$ cat src/rtl/pbdma_pkg.sv
package pbdma_pkg;
  localparam int LEN_W = 24;
  localparam int CNT_W = LEN_W + 1;

  localparam logic [2:0] A_DRAM  = 3'd0;
  localparam logic [2:0] A_PER   = 3'd1;
  localparam logic [2:0] A_RDLEN = 3'd2;
  localparam logic [2:0] A_WRLEN = 3'd3;
  localparam logic [2:0] A_STAT  = 3'd4;

  localparam logic [31:0] LEN_READBACK = 32'h0000_007F;
  localparam int STAT_CLR_BIT = 1;

  function automatic logic [CNT_W-1:0] trim_len(input logic [LEN_W-1:0] lfield,
                                                input logic [2:0] dlow);
    logic [CNT_W-1:0] n;
    n = {1'b0, lfield} + 1'b1;
    if (n[0]) n = n + 1'b1;
    if (n > CNT_W'(dlow)) n = n - CNT_W'(dlow);
    else n = '0;
    return n;
  endfunction

  function automatic logic [31:0] dram_post(input logic [31:0] a, input logic [CNT_W-1:0] b);
    logic [31:0] s;
    s = a + 32'(b) + 32'd7;
    return {s[31:3], 3'b000};
  endfunction

  function automatic logic [31:0] per_post(input logic [31:0] a, input logic [CNT_W-1:0] b);
    logic [31:0] s;
    s = a + 32'(b) + 32'd1;
    return {s[31:1], 1'b0};
  endfunction
endpackage

$ cat src/rtl/pbdma_mover.sv
module pbdma_mover
  import pbdma_pkg::*;
(
  input  logic             clk,
  input  logic             rst_n,
  input  logic             start,
  input  logic [CNT_W-1:0] start_len,
  input  logic             src_rdy,
  input  logic             dst_rdy,
  output logic             busy,
  output logic             move,
  output logic             done,
  output logic [CNT_W-1:0] offset,
  output logic [CNT_W-1:0] total
);
  logic [CNT_W-1:0] remain;
  logic             empty;

  assign empty = (remain == '0);
  assign move  = busy && !empty && src_rdy && dst_rdy;
  assign done  = busy && (empty || (move && remain == CNT_W'(1)));

  always_ff @(posedge clk or negedge rst_n) begin
    if (!rst_n) begin
      busy   <= 1'b0;
      remain <= '0;
      offset <= '0;
      total  <= '0;
    end else if (start && !busy) begin
      busy   <= 1'b1;
      remain <= start_len;
      offset <= '0;
      total  <= start_len;
    end else if (busy) begin
      if (move) begin
        remain <= remain - 1'b1;
        offset <= offset + 1'b1;
      end
      if (done) busy <= 1'b0;
    end
  end

  // bytes moved plus bytes left always equals the loaded count
  a_r5_count_track: assert property (@(posedge clk) disable iff (!rst_n)
    busy |-> (offset + remain == total));
  // completion always drops busy on the next edge
  a_r8_done_drops_busy: assert property (@(posedge clk) disable iff (!rst_n)
    done |=> !busy);
  // an accepted start raises busy
  a_r2_start_sets_busy: assert property (@(posedge clk) disable iff (!rst_n)
    (start && !busy) |=> busy);
endmodule

$ cat src/rtl/pbdma_regs.sv
module pbdma_regs
  import pbdma_pkg::*;
#(
  parameter int DRAM_AW = 24
) (
  input  logic             clk,
  input  logic             rst_n,
  input  logic             cfg_we,
  input  logic [2:0]       cfg_addr,
  input  logic [31:0]      cfg_wdata,
  output logic [31:0]      cfg_rdata,
  input  logic             busy,
  input  logic             done,
  input  logic [CNT_W-1:0] total,
  output logic             start,
  output logic [CNT_W-1:0] start_len,
  output logic             to_per,
  output logic [31:0]      dram_reg,
  output logic [31:0]      per_reg,
  output logic             irq
);
  logic sel_len, irq_clr;

  assign sel_len   = (cfg_addr == A_RDLEN) || (cfg_addr == A_WRLEN);
  assign start     = cfg_we && !busy && sel_len;
  assign start_len = trim_len(cfg_wdata[LEN_W-1:0], {dram_reg[2:1], 1'b0});
  assign irq_clr   = cfg_we && (cfg_addr == A_STAT) && cfg_wdata[STAT_CLR_BIT];

  always_ff @(posedge clk or negedge rst_n) begin
    if (!rst_n) begin
      dram_reg <= '0;
      per_reg  <= '0;
      to_per   <= 1'b0;
      irq      <= 1'b0;
    end else begin
      if (cfg_we && !busy && cfg_addr == A_DRAM) dram_reg <= cfg_wdata;
      if (cfg_we && !busy && cfg_addr == A_PER)  per_reg  <= cfg_wdata;
      if (start) to_per <= (cfg_addr == A_RDLEN);
      if (irq_clr) irq <= 1'b0;
      if (done) begin
        dram_reg <= dram_post(dram_reg, total);
        per_reg  <= per_post(per_reg, total);
        irq      <= 1'b1;
      end
    end
  end

  always_comb begin
    unique case (cfg_addr)
      A_DRAM:           cfg_rdata = 32'({dram_reg[DRAM_AW-1:1], 1'b0});
      A_PER:            cfg_rdata = {per_reg[31:1], 1'b0};
      A_RDLEN, A_WRLEN: cfg_rdata = LEN_READBACK;
      A_STAT:           cfg_rdata = {30'b0, irq, busy};
      default:          cfg_rdata = '0;
    endcase
  end

  // a busy engine keeps its DRAM address despite writes
  a_r10_hold_dram: assert property (@(posedge clk) disable iff (!rst_n)
    (busy && cfg_we && cfg_addr == A_DRAM && !done) |=> (dram_reg == $past(dram_reg)));
  // completion raises the interrupt
  a_r8_irq_on_done: assert property (@(posedge clk) disable iff (!rst_n)
    done |=> irq);
  // DRAM address is 8-byte aligned after completion
  a_r6_dram_aligned: assert property (@(posedge clk) disable iff (!rst_n)
    done |=> (dram_reg[2:0] == 3'b000));
  // peripheral address is even after completion
  a_r7_per_even: assert property (@(posedge clk) disable iff (!rst_n)
    done |=> !per_reg[0]);
  // length offsets read the constant
  a_r11_len_const: assert property (@(posedge clk) disable iff (!rst_n)
    sel_len |-> (cfg_rdata == 32'h7F));
  // a clear with no completion lowers the interrupt
  a_r9_clear: assert property (@(posedge clk) disable iff (!rst_n)
    (irq_clr && !done) |=> !irq);
endmodule

$ cat src/rtl/pbdma_top.sv
module pbdma_top
  import pbdma_pkg::*;
#(
  parameter int DRAM_AW = 24,
  parameter int PER_AW  = 28
) (
  input  logic               clk,
  input  logic               rst_n,
  input  logic               cfg_we,
  input  logic [2:0]         cfg_addr,
  input  logic [31:0]        cfg_wdata,
  output logic [31:0]        cfg_rdata,
  output logic               irq,
  output logic [DRAM_AW-1:0] dram_addr,
  input  logic [7:0]         dram_rdata,
  input  logic               dram_rd_rdy,
  output logic               dram_rd_en,
  output logic [7:0]         dram_wdata,
  input  logic               dram_wr_rdy,
  output logic               dram_wr_en,
  output logic [PER_AW-1:0]  per_addr,
  input  logic [7:0]         per_rdata,
  input  logic               per_rd_rdy,
  output logic               per_rd_en,
  output logic [7:0]         per_wdata,
  input  logic               per_wr_rdy,
  output logic               per_wr_en
);
  logic             start, busy, move, done, to_per, src_rdy, dst_rdy;
  logic [CNT_W-1:0] start_len, offset, total;
  logic [31:0]      dram_reg, per_reg;

  pbdma_regs #(.DRAM_AW(DRAM_AW)) u_regs (
    .clk(clk), .rst_n(rst_n), .cfg_we(cfg_we), .cfg_addr(cfg_addr),
    .cfg_wdata(cfg_wdata), .cfg_rdata(cfg_rdata), .busy(busy), .done(done),
    .total(total), .start(start), .start_len(start_len), .to_per(to_per),
    .dram_reg(dram_reg), .per_reg(per_reg), .irq(irq)
  );

  assign src_rdy = to_per ? dram_rd_rdy : per_rd_rdy;
  assign dst_rdy = to_per ? per_wr_rdy  : dram_wr_rdy;

  pbdma_mover u_mover (
    .clk(clk), .rst_n(rst_n), .start(start), .start_len(start_len),
    .src_rdy(src_rdy), .dst_rdy(dst_rdy), .busy(busy), .move(move),
    .done(done), .offset(offset), .total(total)
  );

  assign dram_addr  = {dram_reg[DRAM_AW-1:1], 1'b0} + DRAM_AW'(offset);
  assign per_addr   = {per_reg[PER_AW-1:1], 1'b0} + PER_AW'(offset);
  assign dram_rd_en = move && to_per;
  assign per_wr_en  = move && to_per;
  assign per_rd_en  = move && !to_per;
  assign dram_wr_en = move && !to_per;
  assign per_wdata  = dram_rdata;
  assign dram_wdata = per_rdata;

  // at most one direction is active on each side
  a_r5_one_dir: assert property (@(posedge clk) disable iff (!rst_n)
    $onehot0({dram_rd_en, dram_wr_en}) && $onehot0({per_rd_en, per_wr_en}));
  // no byte moves while idle
  a_r5_idle_quiet: assert property (@(posedge clk) disable iff (!rst_n)
    !busy |-> !(dram_rd_en || dram_wr_en || per_rd_en || per_wr_en));
endmodule

$ cat config.mk
export PLATFORM = sky130hd
export DESIGN_NAME = pbdma_top
export DESIGN_NICKNAME = d
export VERILOG_FILES = /design/src/rtl/pbdma_pkg.sv /design/src/rtl/pbdma_mover.sv /design/src/rtl/pbdma_regs.sv /design/src/rtl/pbdma_top.sv
export SDC_FILE = /design/constraint.sdc
export NUM_CORES = 1
export LEC_CHECK = 0
export BUFFER_PORTS_ARGS = -buffer_cell sky130_fd_sc_hd__buf_4
export CORE_AREA = 8 8 164 196
export CTS_CLUSTER_SIZE = 16
export DETAILED_ROUTE_END_ITERATION = 8
export DIE_AREA = 0 0 172 204
export GPL_ROUTABILITY_DRIVEN = 1
export HOLD_SLACK_MARGIN = 0.1
export PLACE_DENSITY = 0.74
export SYNTH_ARGS = -nofsm -noshare
export SYNTH_HDL_FRONTEND = slang
export SYNTH_HIERARCHICAL = 1
export SYNTH_SLANG_ARGS = --single-unit
export TNS_END_PERCENT = 10
$ cat constraint.sdc
create_clock -name clk -period 3.24 [get_ports clk]
set_input_delay 0.324 -clock clk [delete_from_list [all_inputs] [get_ports clk]]
set_output_delay 0.324 -clock clk [all_outputs]
set_load 0.05 [all_outputs]
==> qor.csv, run 1 <==
metric,value,unit
status,finished with violations,
violated checks,negative setup slack,
RSZ-0062 raised after global routing,yes,
global-route wire length before repair,73.07,mm
M1 GR Usage,0.3070,
Max IR drop VDD,0.0006005,V
gr ovfl total,0,
Die ar.,35090,um^2
Port Buf Inserts,130,
worst slack at placement,-0.3750,ns
CTS H-tree lvls,4,
Filler Cells Inserted,2480,
ratio of cells with drive above 1 in the final layout,0.2644,
CP endpoint kind,primary output,
Core Region,29180,um^2
GRT Total Usage,0.2578,
Top Ports,163,
Setup CP Type,reg2out,
Die W,172,um
max reg flops,32,
"Clk Latency, worst-skew pair",0.43,ns
Startpoint Class,flop,
Fin. Hold Viols,0,
final setup TNS,-0.03556,ns
Seq pwr share,0.226,
Logic pwr share,0.625,
GR Util met2,0.4580,
# nets final,2204,
Register Area,3356,um^2
pin count of the biggest net entering global routing,69,
via count,14614,
Row Count,69,
"slowest stage cell, crit path",dfrtp_1,
clock slew at reported path FFs,0.06,ns
Die H,204,um
Final Cycle Share,1.011,
Ys Warns,6,
Net Sw Frac,0.4863,
"Core Util, Final",0.6199,
Final Non-Filler Cells,2421,
initial antenna violation count,0,
area of the multi-input gates,10840,um^2
"Slew Viols, Final",0,
CTS Buf Count,17,
Layout Area Growth over Synthesis,26.69,%
Setup Skew,0.01708,ns
DRC viols,0,
# diodes,0,
CP most frequent cell,o211ai_2,
worst-case clock buffer depth,2,
GP Congestion,0.9335,
Finished Cell Area,18090,um^2
Worst Hold Class,in2reg,
Routed WL,46.63,mm
Psw,6.245,mW
Worst-Margin Slew,0.6845,ns
Initial DRT Pass Iterations,6,
fin worst setup slack,-0.03556,ns
total power,12.84,mW
CTS tree,built,
mapped cell area,14280,um^2
Syn Nets,1944,
DP HPWL,35.92,mm
Placed Instance Area,16950,um^2
Worst Path Required,2.92,ns
Max-Cap Viols,0,
CP Max Fanout,3,
post-synthesis cell count,1759,
Starting Density,0.4893,
wire length per cell,19.26,um
DR vias/cell,6.036,
post-route ant nets,0,
WHS,0.2324,ns
vias in the first global route,14585,
Int Power,6.598,mW
"Cell Chain, Critical Path","ha_2, inv_2, fa_2, nand2b_4, a21oi_4, o211ai_2, a211oi_2, o211ai_2, a31oi_1, xor2_1, buf_4",
worst rel slew slack,0.5388,
leakage power,8.463,nW
Root Driver,clkbuf_16,
Tmin final,3.276,ns
Critical Path Max Stage Delay,0.39,ns
Pwr Density,710.0,nW/um^2
Placed Cells,2381,
M3 GR Usage,0.02899,
final setup fails,1,
post-synthesis average cell area,8.117,um^2
Clock power frac,0.148,
grt peak-use layer,met2,
clk sinks,134,
f_max,0.3053,GHz
DRT iter0 DRCs,1089,
Crit path arrival time,2.95,ns
-- repair_timing --
action	4_1_cts	5_1_grt
gates cloned	0	0
gates resized for setup	58	56
endpoints found under the setup margin	39	80
endpoints found under the hold margin	42	0
hold buffers	1	0
buffers inserted	8	1
pin swaps	28	33
-- routing by layer --
metal / part of all wire / routed length, um / vias to the layer above
met5: 0 / 0 / -
met4: 0.036 / 1687 / 0
met3: 0.053 / 2468 / 115
met2: 0.50 / 23470 / 521
met1: 0.41 / 19000 / 7035
li1: - / - / 6943
-- power by group through the flow --
stage / clock, mW / sequential [mW] / combinational (mW)
finish: 1.90 / 2.91 / 8.03
global route: 1.98 / 2.96 / 8.63
CTS: 1.92 / 2.87 / 7.64
detailed placement: 0 / 2.89 / 7.32
global placement: 0 / 2.87 / 7.13
floorplan: 0 / 2.70 / 5.25
-- critical path: cells and delay by family, from the launching register on --
family	cells	cell delay, ns
AOI/OAI and AO/OA	5	0.99
adders and majority gates	2	0.55
DFF	1	0.39
buffers and inverters	2	0.26
xor gates and xnor gates	1	0.18
and+or+nand+nor	1	0.16
-- cell usage in the layout, fill, tap and decap left out, types with 11 or more instances in the layout --
| cell | instances |
|---|---|
| a21oi_1 | 111 |
| o21bai_1 | 12 |
| or4_1 | 11 |
| o211ai_1 | 26 |
| and3_1 | 25 |
| nand3_1 | 49 |
| nand4_1 | 33 |
| and2_1 | 29 |
| a31oi_1 | 20 |
| nand2_1 | 205 |
| nor2_1 | 117 |
| o21ai_1 | 14 |
| ha_1 | 105 |
| or3_1 | 27 |
| o21a_1 | 11 |
| a22o_1 | 18 |
| xor2_1 | 60 |
| nor3_1 | 30 |
| buf_4 | 329 |
| xnor2_1 | 83 |
| inv_1 | 45 |
| a211oi_1 | 19 |
| nand3b_1 | 11 |
| clkbuf_16 | 17 |
| o21ai_0 | 95 |
| nor2b_1 | 14 |
| dfrtp_1 | 132 |
| nand2b_1 | 16 |
| a21o_1 | 38 |
| mux2i_1 | 45 |
-- worst paths after layout --
check                                               from                              end  slack [ns]  cells past startpoint
setup / recovery           u_mover/offset[1]$_DFFE_PN0P_                     per_addr[23]       -0.04                     11
hold / removal                             cfg_wdata[24]   u_regs/per_reg[24]$_DFFE_PN0P_        0.23                      3
setup reg to reg            u_mover/total[2]$_DFFE_PN0P_  u_regs/dram_reg[22]$_DFFE_PN0P_           0                     15
hold reg to reg                   u_regs/irq$_DFFE_PN0P_           u_regs/irq$_DFFE_PN0P_        0.52                      1
max in group asynchronous                          rst_n     u_mover/total[2]$_DFFE_PN0P_        2.07                      3
min in group asynchronous                          rst_n   u_regs/per_reg[30]$_DFFE_PN0P_        0.40                      2
-- area by class of cell --
| type | count | share of cell area |
|---|---|---|
| multi-input cells | 1474 | 0.5990 |
| flip-flops and latches | 134 | 0.1855 |
| repair buffers | 342 | 0.1470 |
| well taps | 390 | 0.02698 |
| clock buffers | 18 | 0.02373 |
| inverters | 50 | 0.01038 |
| clock inverters | 13 | 0.007401 |
Note: power is estimated with default switching activity, not from simulation.
==> run 2, diff against run 1 <==
--- a/config.mk
+++ b/config.mk
@@ -6,15 +6,14 @@
 export NUM_CORES = 1
 export LEC_CHECK = 0
 export BUFFER_PORTS_ARGS = -buffer_cell sky130_fd_sc_hd__buf_4
-export CORE_AREA = 8 8 164 196
+export CORE_AREA = 8 8 154 185
 export CTS_CLUSTER_SIZE = 16
 export DETAILED_ROUTE_END_ITERATION = 8
-export DIE_AREA = 0 0 172 204
+export DIE_AREA = 0 0 162 193
 export GPL_ROUTABILITY_DRIVEN = 1
 export HOLD_SLACK_MARGIN = 0.1
-export PLACE_DENSITY = 0.74
+export PLACE_DENSITY = 0.72
 export SYNTH_ARGS = -nofsm -noshare
 export SYNTH_HDL_FRONTEND = slang
-export SYNTH_HIERARCHICAL = 1
 export SYNTH_SLANG_ARGS = --single-unit
 export TNS_END_PERCENT = 10
==> constraint.sdc (replaced) <==
create_clock -name clk -period 4.2 [get_ports clk]
set_input_delay 0.42 -clock clk [delete_from_list [all_inputs] [get_ports clk]]
set_output_delay 0.42 -clock clk [all_outputs]
set_load 0.05 [all_outputs]
==> run 2 against run 1 <==
  * The flow now finishes without violations
  * Global-route usage shrank 2.1 points
  * Final cell count is 16% lower
  * Sequential power is 16% lower
  * Combinational power shrank 21%
  * Design area down 17%
  * Clock power fell by 24%
  * Highest routed layer unchanged
  * Wire length decreased by 20%
  * Count of clock-buffer cells in the layout rose by 1
  * Critical path depth rose by 2
==> qor.csv, run 2 <==
metric,value,unit
Synth area leader,dfrtp_1,
Top Ports,163,
CP endpoint kind,primary output,
M3 GR Usage,0.02889,
dominant synthesized flop cell,dfrtp_1,
GRT Total Usage,0.2369,
# nets final,1876,
post-synthesis cell count,1595,
Syn Nets,1778,
leakage power,7.089,nW
"EDFF count, synth",0,
GR Util met2,0.4148,
Worst Path Required,3.78,ns
post-route ant nets,0,
fin worst setup slack,0.1006,ns
# diodes,0,
status,"finished, final reports clean",
most frequent cell after synthesis,nand2_1,
CTS tree,built,
initial antenna violation count,0,
Starting Density,0.5098,
Worst Hold Class,in2async,
Max-Cap Viols,0,
Fin. Hold Viols,0,
Register Area,3329,um^2
max reg flops,32,
pin count of the biggest net entering global routing,100,
CTS H-tree lvls,4,
Final Non-Filler Cells,2041,
Die W,162,um
Finished Cell Area,14970,um^2
Worst R2R Setup Slack,0.46,ns
final setup fails,0,
Root Driver,clkbuf_16,
Reg-to-Reg Start,u_regs.dram_reg[2]$_DFFE_PN0P_,
reg2reg path depth,14,
global-route wire length before repair,60.73,mm
DR vias/cell,5.983,
via count,12211,
Routed WL,37.48,mm
CP Capture Point,per_addr[26],
ratio of cells with drive above 1 in the final layout,0.1547,
Placed Instance Area,14320,um^2
"Core Util, Final",0.5825,
DRT iter0 DRCs,758,
Tmin final,4.099,ns
Die H,193,um
grt peak-use layer,met2,
gr ovfl total,0,
Placed Cells,2009,
Initial DRT Pass Iterations,5,
CP Max Fanout,5,
hold-fix buffers at CTS,0,
Worst-Margin Slew,0.9688,ns
GP Congestion,0.9589,
worst-case clock buffer depth,2,
M1 GR Usage,0.2926,
Die ar.,31270,um^2
f_max,0.2439,GHz
CTS Buf Count,17,
DP HPWL,29.45,mm
WHS,0.09833,ns
"Clk Latency, worst-skew pair",0.43,ns
Synth cell types,85,
Port Buf Inserts,130,
post-synthesis average cell area,8.215,um^2
worst rel slew slack,0.3541,
ys async rst share,1.000,
Ys Warns,0,
synth cell count leaders,"nand2_1, dfrtp_1, ha_1, nor2_1",
clock slew at reported path FFs,0.07,ns
Filler Cells Inserted,2281,
wire length per cell,18.36,um
Area contributors post-synth,"dfrtp_1, ha_1, xnor2_1",
Crit path arrival time,3.68,ns
Startpoint Class,flop,
Max IR drop VDD,0.0005403,V
Final Cycle Share,0.9761,
"flops & latches, synth",133,
Setup Skew,0.01896,ns
top-area cell type share of the netlist area,0.2540,
RSZ-0062 raised after global routing,yes,
R2R Path End,u_regs.dram_reg[23]$_DFFE_PN0P_,
total power,10.25,mW
final setup TNS,0,ns
vias in the first global route,12252,
worst slack at placement,0.2200,ns
"Slew Viols, Final",0,
Core Region,25700,um^2
Post CTS Setup Buffer Count,0,
Setup CP Type,reg2out,
area of the multi-input gates,9221,um^2
Worst Setup SP,u_mover.offset[2]$_DFFE_PN0P_,
DRC viols,0,
Pwr Density,684.4,nW/um^2
mapped cell area,13100,um^2
Layout Area Growth over Synthesis,14.26,%
Row Count,65,
most frequent cells in the layout,"nand2_1, buf_4, dfrtp_1",
"most common cell after layout, fill and taps aside",nand2_1,
clk sinks,133,
sequential share of the synthesized area,0.2540,
-- run 2: how the worst min path moves through the flow --
stage                                       from                   endpoint  slack (ns)  cells past startpoint
final                                      rst_n  u_regs.to_per$_DFFE_PN0P_         0.1                      1
after global routing                       rst_n  u_regs.to_per$_DFFE_PN0P_        0.16                      1
after CTS                                  rst_n  u_regs.to_per$_DFFE_PN0P_        0.14                      1
after detailed placement  u_regs.irq$_DFFE_PN0P_     u_regs.irq$_DFFE_PN0P_        0.50                      2
after global placement    u_regs.irq$_DFFE_PN0P_     u_regs.irq$_DFFE_PN0P_        0.49                      2
after floorplan                            rst_n     u_mover.busy$_DFF_PN0_        0.12                      0
-- run 2: worst max-delay path, cell delays in order, from the launching register on --
cell and delay [ns]:
dfrtp_1 0.43, ha_1 0.33, a211oi_1 0.27, o21bai_1 0.15
a221oi_2 0.24, buf_4 0.16, o2111ai_1 0.19, a41oi_2 0.28
o21ai_2 0.12, and4_1 0.21, o31a_1 0.31, o31ai_2 0.20
xnor2_1 0.15, buf_4 0.22
-- run 2: power breakdown --
group | switching (mW) | total [mW] | internal, mW | leakage (nW)
clock network | 0.605 | 1.44 | 0.836 | 0.267
registers | 0.675 | 2.45 | 1.77 | 1.72
logic | 3.92 | 6.36 | 2.44 | 5.11
-- run 2: logic make-up after synthesis --
kind of cell    synth area share
simple gates              0.2305
mux                      0.04011
fa+ha+maj                 0.1224
flops                     0.2540
buf+inv                  0.04937
compound gates            0.2002
xor+xnor                  0.1034
-- run 2: repair_timing --
item	4_1_cts	5_1_grt
gates resized for setup	5	16
pin swaps	1	6
setup endpoints to repair	5	6
-- run 2: final cells by class --
cell class | count | area share
clock buffers | 19 | 0.02959
repair buffers | 165 | 0.08383
clock inverters | 13 | 0.008191
inverters | 48 | 0.01204
well taps | 335 | 0.02800
multi-input cells | 1328 | 0.6160
flip-flops and latches | 133 | 0.2224
-- run 2: per-layer routing --
metal / vias up / share of wire
met5: - / 0
met4: 0 / 0.027
met3: 75 / 0.050
met2: 351 / 0.48
met1: 5838 / 0.44
li1: 5947 / -
==> run 3, diff against run 2 <==
--- a/config.mk
+++ b/config.mk
@@ -12,7 +12,7 @@
 export DIE_AREA = 0 0 162 193
 export GPL_ROUTABILITY_DRIVEN = 1
 export HOLD_SLACK_MARGIN = 0.1
-export PLACE_DENSITY = 0.72
+export PLACE_DENSITY_LB_ADDON = 0.1
 export SYNTH_ARGS = -nofsm -noshare
 export SYNTH_HDL_FRONTEND = slang
 export SYNTH_SLANG_ARGS = --single-unit
==> run 3 against run 2 <==
  * Power grew 2.1%
  * Final cell count grew 0.39%
  * Hold slack gained 0.17 ns
  * Non-clock buffer count grew 9
  * First-iteration DRC count shrank 20%
  * Critical path depth is the same
  * Sequential share of layout area shrank 0.25 points
  * Clock skew shrank 0.011 ns
  * Setup slack gained 0.058 ns
  * Largest power group unchanged
  * Largest cell class unchanged
==> qor.csv, run 3 (same netlist as run 2, synthesis figures left out) <==
metric,value,unit
status,"finished, final reports clean",
Routed WL,37.63,mm
CP most frequent cell,buf_4,
"slowest stage cell, crit path",dfrtp_1,
Buf/Inv on CP,2,
DP HPWL,29.90,mm
final setup fails,0,
Placed Instance Area,14360,um^2
clk sinks,133,
Hold Crit Endpoint,u_regs.irq$_DFFE_PN0P_,
R2R Path End,u_regs.dram_reg[23]$_DFFE_PN0P_,
Setup Skew,0.007842,ns
via count,12126,
Worst Setup SP,u_mover.offset[2]$_DFFE_PN0P_,
Fin. Hold Viols,0,
Port Buf Inserts,130,
"most common cell after layout, fill and taps aside",nand2_1,
Root Driver,clkbuf_16,
global-route wire length before repair,61.06,mm
Worst Path Required,3.78,ns
Pwr Density,690.9,nW/um^2
hold depth,4,
pin count of the biggest net entering global routing,66,
Tmin final,4.042,ns
"Clk Latency, worst-skew pair",0.44,ns
Critical Path Max Stage Delay,0.45,ns
reg2reg path depth,14,
DR vias/cell,5.918,
f_max,0.2474,GHz
gr ovfl total,0,
CP endpoint kind,primary output,
Initial DRT Pass Iterations,7,
post-route ant nets,0,
wire length per cell,18.36,um
Worst-Margin Slew,0.7548,ns
"Slew Viols, Final",0,
Crit path arrival time,3.62,ns
worst rel slew slack,0.4968,
"Core Util, Final",0.5892,
Die ar.,31270,um^2
Reg-to-Reg Start,u_regs.dram_reg[2]$_DFFE_PN0P_,
initial antenna violation count,0,
Final Cycle Share,0.9623,
most frequent cells in the layout,"nand2_1, buf_4, dfrtp_1",
Die W,162,um
leakage power,7.169,nW
CTS H-tree lvls,4,
DRT iter0 DRCs,604,
Setup CP Type,reg2out,
Core Region,25700,um^2
Layout Area Growth over Synthesis,15.58,%
# diodes,0,
CTS tree,built,
DRC viols,0,
Starting Density,0.5098,
worst-case clock buffer depth,2,
Worst Hold Launch,cfg_we,
Worst Hold Class,in2reg,
cell family with most CP delay,compound AO/OA/AOI/OAI gates,
clock slew at reported path FFs,0.06,ns
"Cell Chain, Critical Path","ha_4, a211oi_2, o21bai_1, a221oi_2, buf_4, o2111ai_2, a41oi_2, o21ai_2, and4_1, o31a_1, o31ai_2, xnor2_1, buf_4",
total power,10.46,mW
max reg flops,32,
CTS Buf Count,17,
ratio of cells with drive above 1 in the final layout,0.1616,
RSZ-0062 raised after global routing,yes,
Die H,193,um
Worst R2R Setup Slack,0.47,ns
Top Ports,163,
GP Congestion,0.9247,
Max-Cap Viols,0,
vias in the first global route,11970,
Row Count,65,
Startpoint Class,flop,
GRT Total Usage,0.2414,
Max IR drop VDD,0.0005543,V
# nets final,1885,
Finished Cell Area,15140,um^2
WHS,0.2722,ns
CP Max Fanout,5,
## run 3: changes by cell type in the layout (fill, tap and decap cells not counted), moves of 2 or more
| cell | before | now |
|---|---|---|
| buf_4 | 163 | 171 |
| bufinv_16 | 1 | 5 |
| inv_6 | 4 | 0 |
| clkinv_2 | 2 | 4 |
| o2111ai_1 | 5 | 3 |
| o2111ai_2 | 0 | 2 |
## run 3: through the flow
stage               setup slack, ns  cells  TNS (ns)
global route              -0.008956   2049  -0.01269
floorplan                    0.4354   1595         0
detailed placement          0.06020   2014         0
CTS                         0.01741   2046         0
global placement             0.1296   2014         0
finish                       0.1582   2049         0
## run 3: what timing repair did
action,CTS,global route
hold endpoints to repair,63,0
hold buffers,1,0
setup endpoints to repair,7,7
buffers inserted,0,3
cloned,0,0
pin swaps,2,8
resized for setup,11,14
## run 3: metal layers
layer,track usage,routed length (um),vias to the layer above
met4,0.08274,850,0
met5,0,0,-
met1,0.3031,16930,5790
li1,-,-,5966
met3,0.04078,1925,51
met2,0.4138,17920,319
## run 3: worst max path at each step
stage | endpoint | cells past startpoint
after detailed placement | per_addr[26] | 12
after floorplan | dram_addr[23] | 13
after CTS | per_addr[26] | 12
after global routing | per_addr[27] | 14
after global placement | per_addr[26] | 12
final | per_addr[26] | 13
## run 3: worst reg2reg max path, cell delays in order, from the launching register on
cell and delay (ns):
dfrtp_1 0.45, inv_2 0.13, ha_1 0.29, inv_1 0.04
ha_1 0.26, and3b_1 0.18, o21a_1 0.18, o2111ai_1 0.22
a211oi_1 0.46, o31a_1 0.30, o211ai_1 0.16, a311oi_1 0.48
a31oi_1 0.19, xnor2_1 0.17, o21ai_0 0.08
## run 3: layout make-up
| class | instances | area [um^2] |
|---|---|---|
| Tap cell | 335 | 419.2 |
| Timing Repair Buffer | 174 | 1325 |
| Clock inverter | 14 | 210.2 |
| Inverter | 48 | 180.2 |
| Clock buffer | 17 | 425.4 |
| Sequential cell | 133 | 3329 |
| Multi-Input combinational cell | 1328 | 9254 |
| Fill cell | 2383 | 10560 |
## run 3: where the power goes
part,switching [mW],leakage [nW],internal (mW)
sequential,0.690,1.72,1.77
clock,0.588,0.304,1.04
combinational,3.90,5.15,2.47
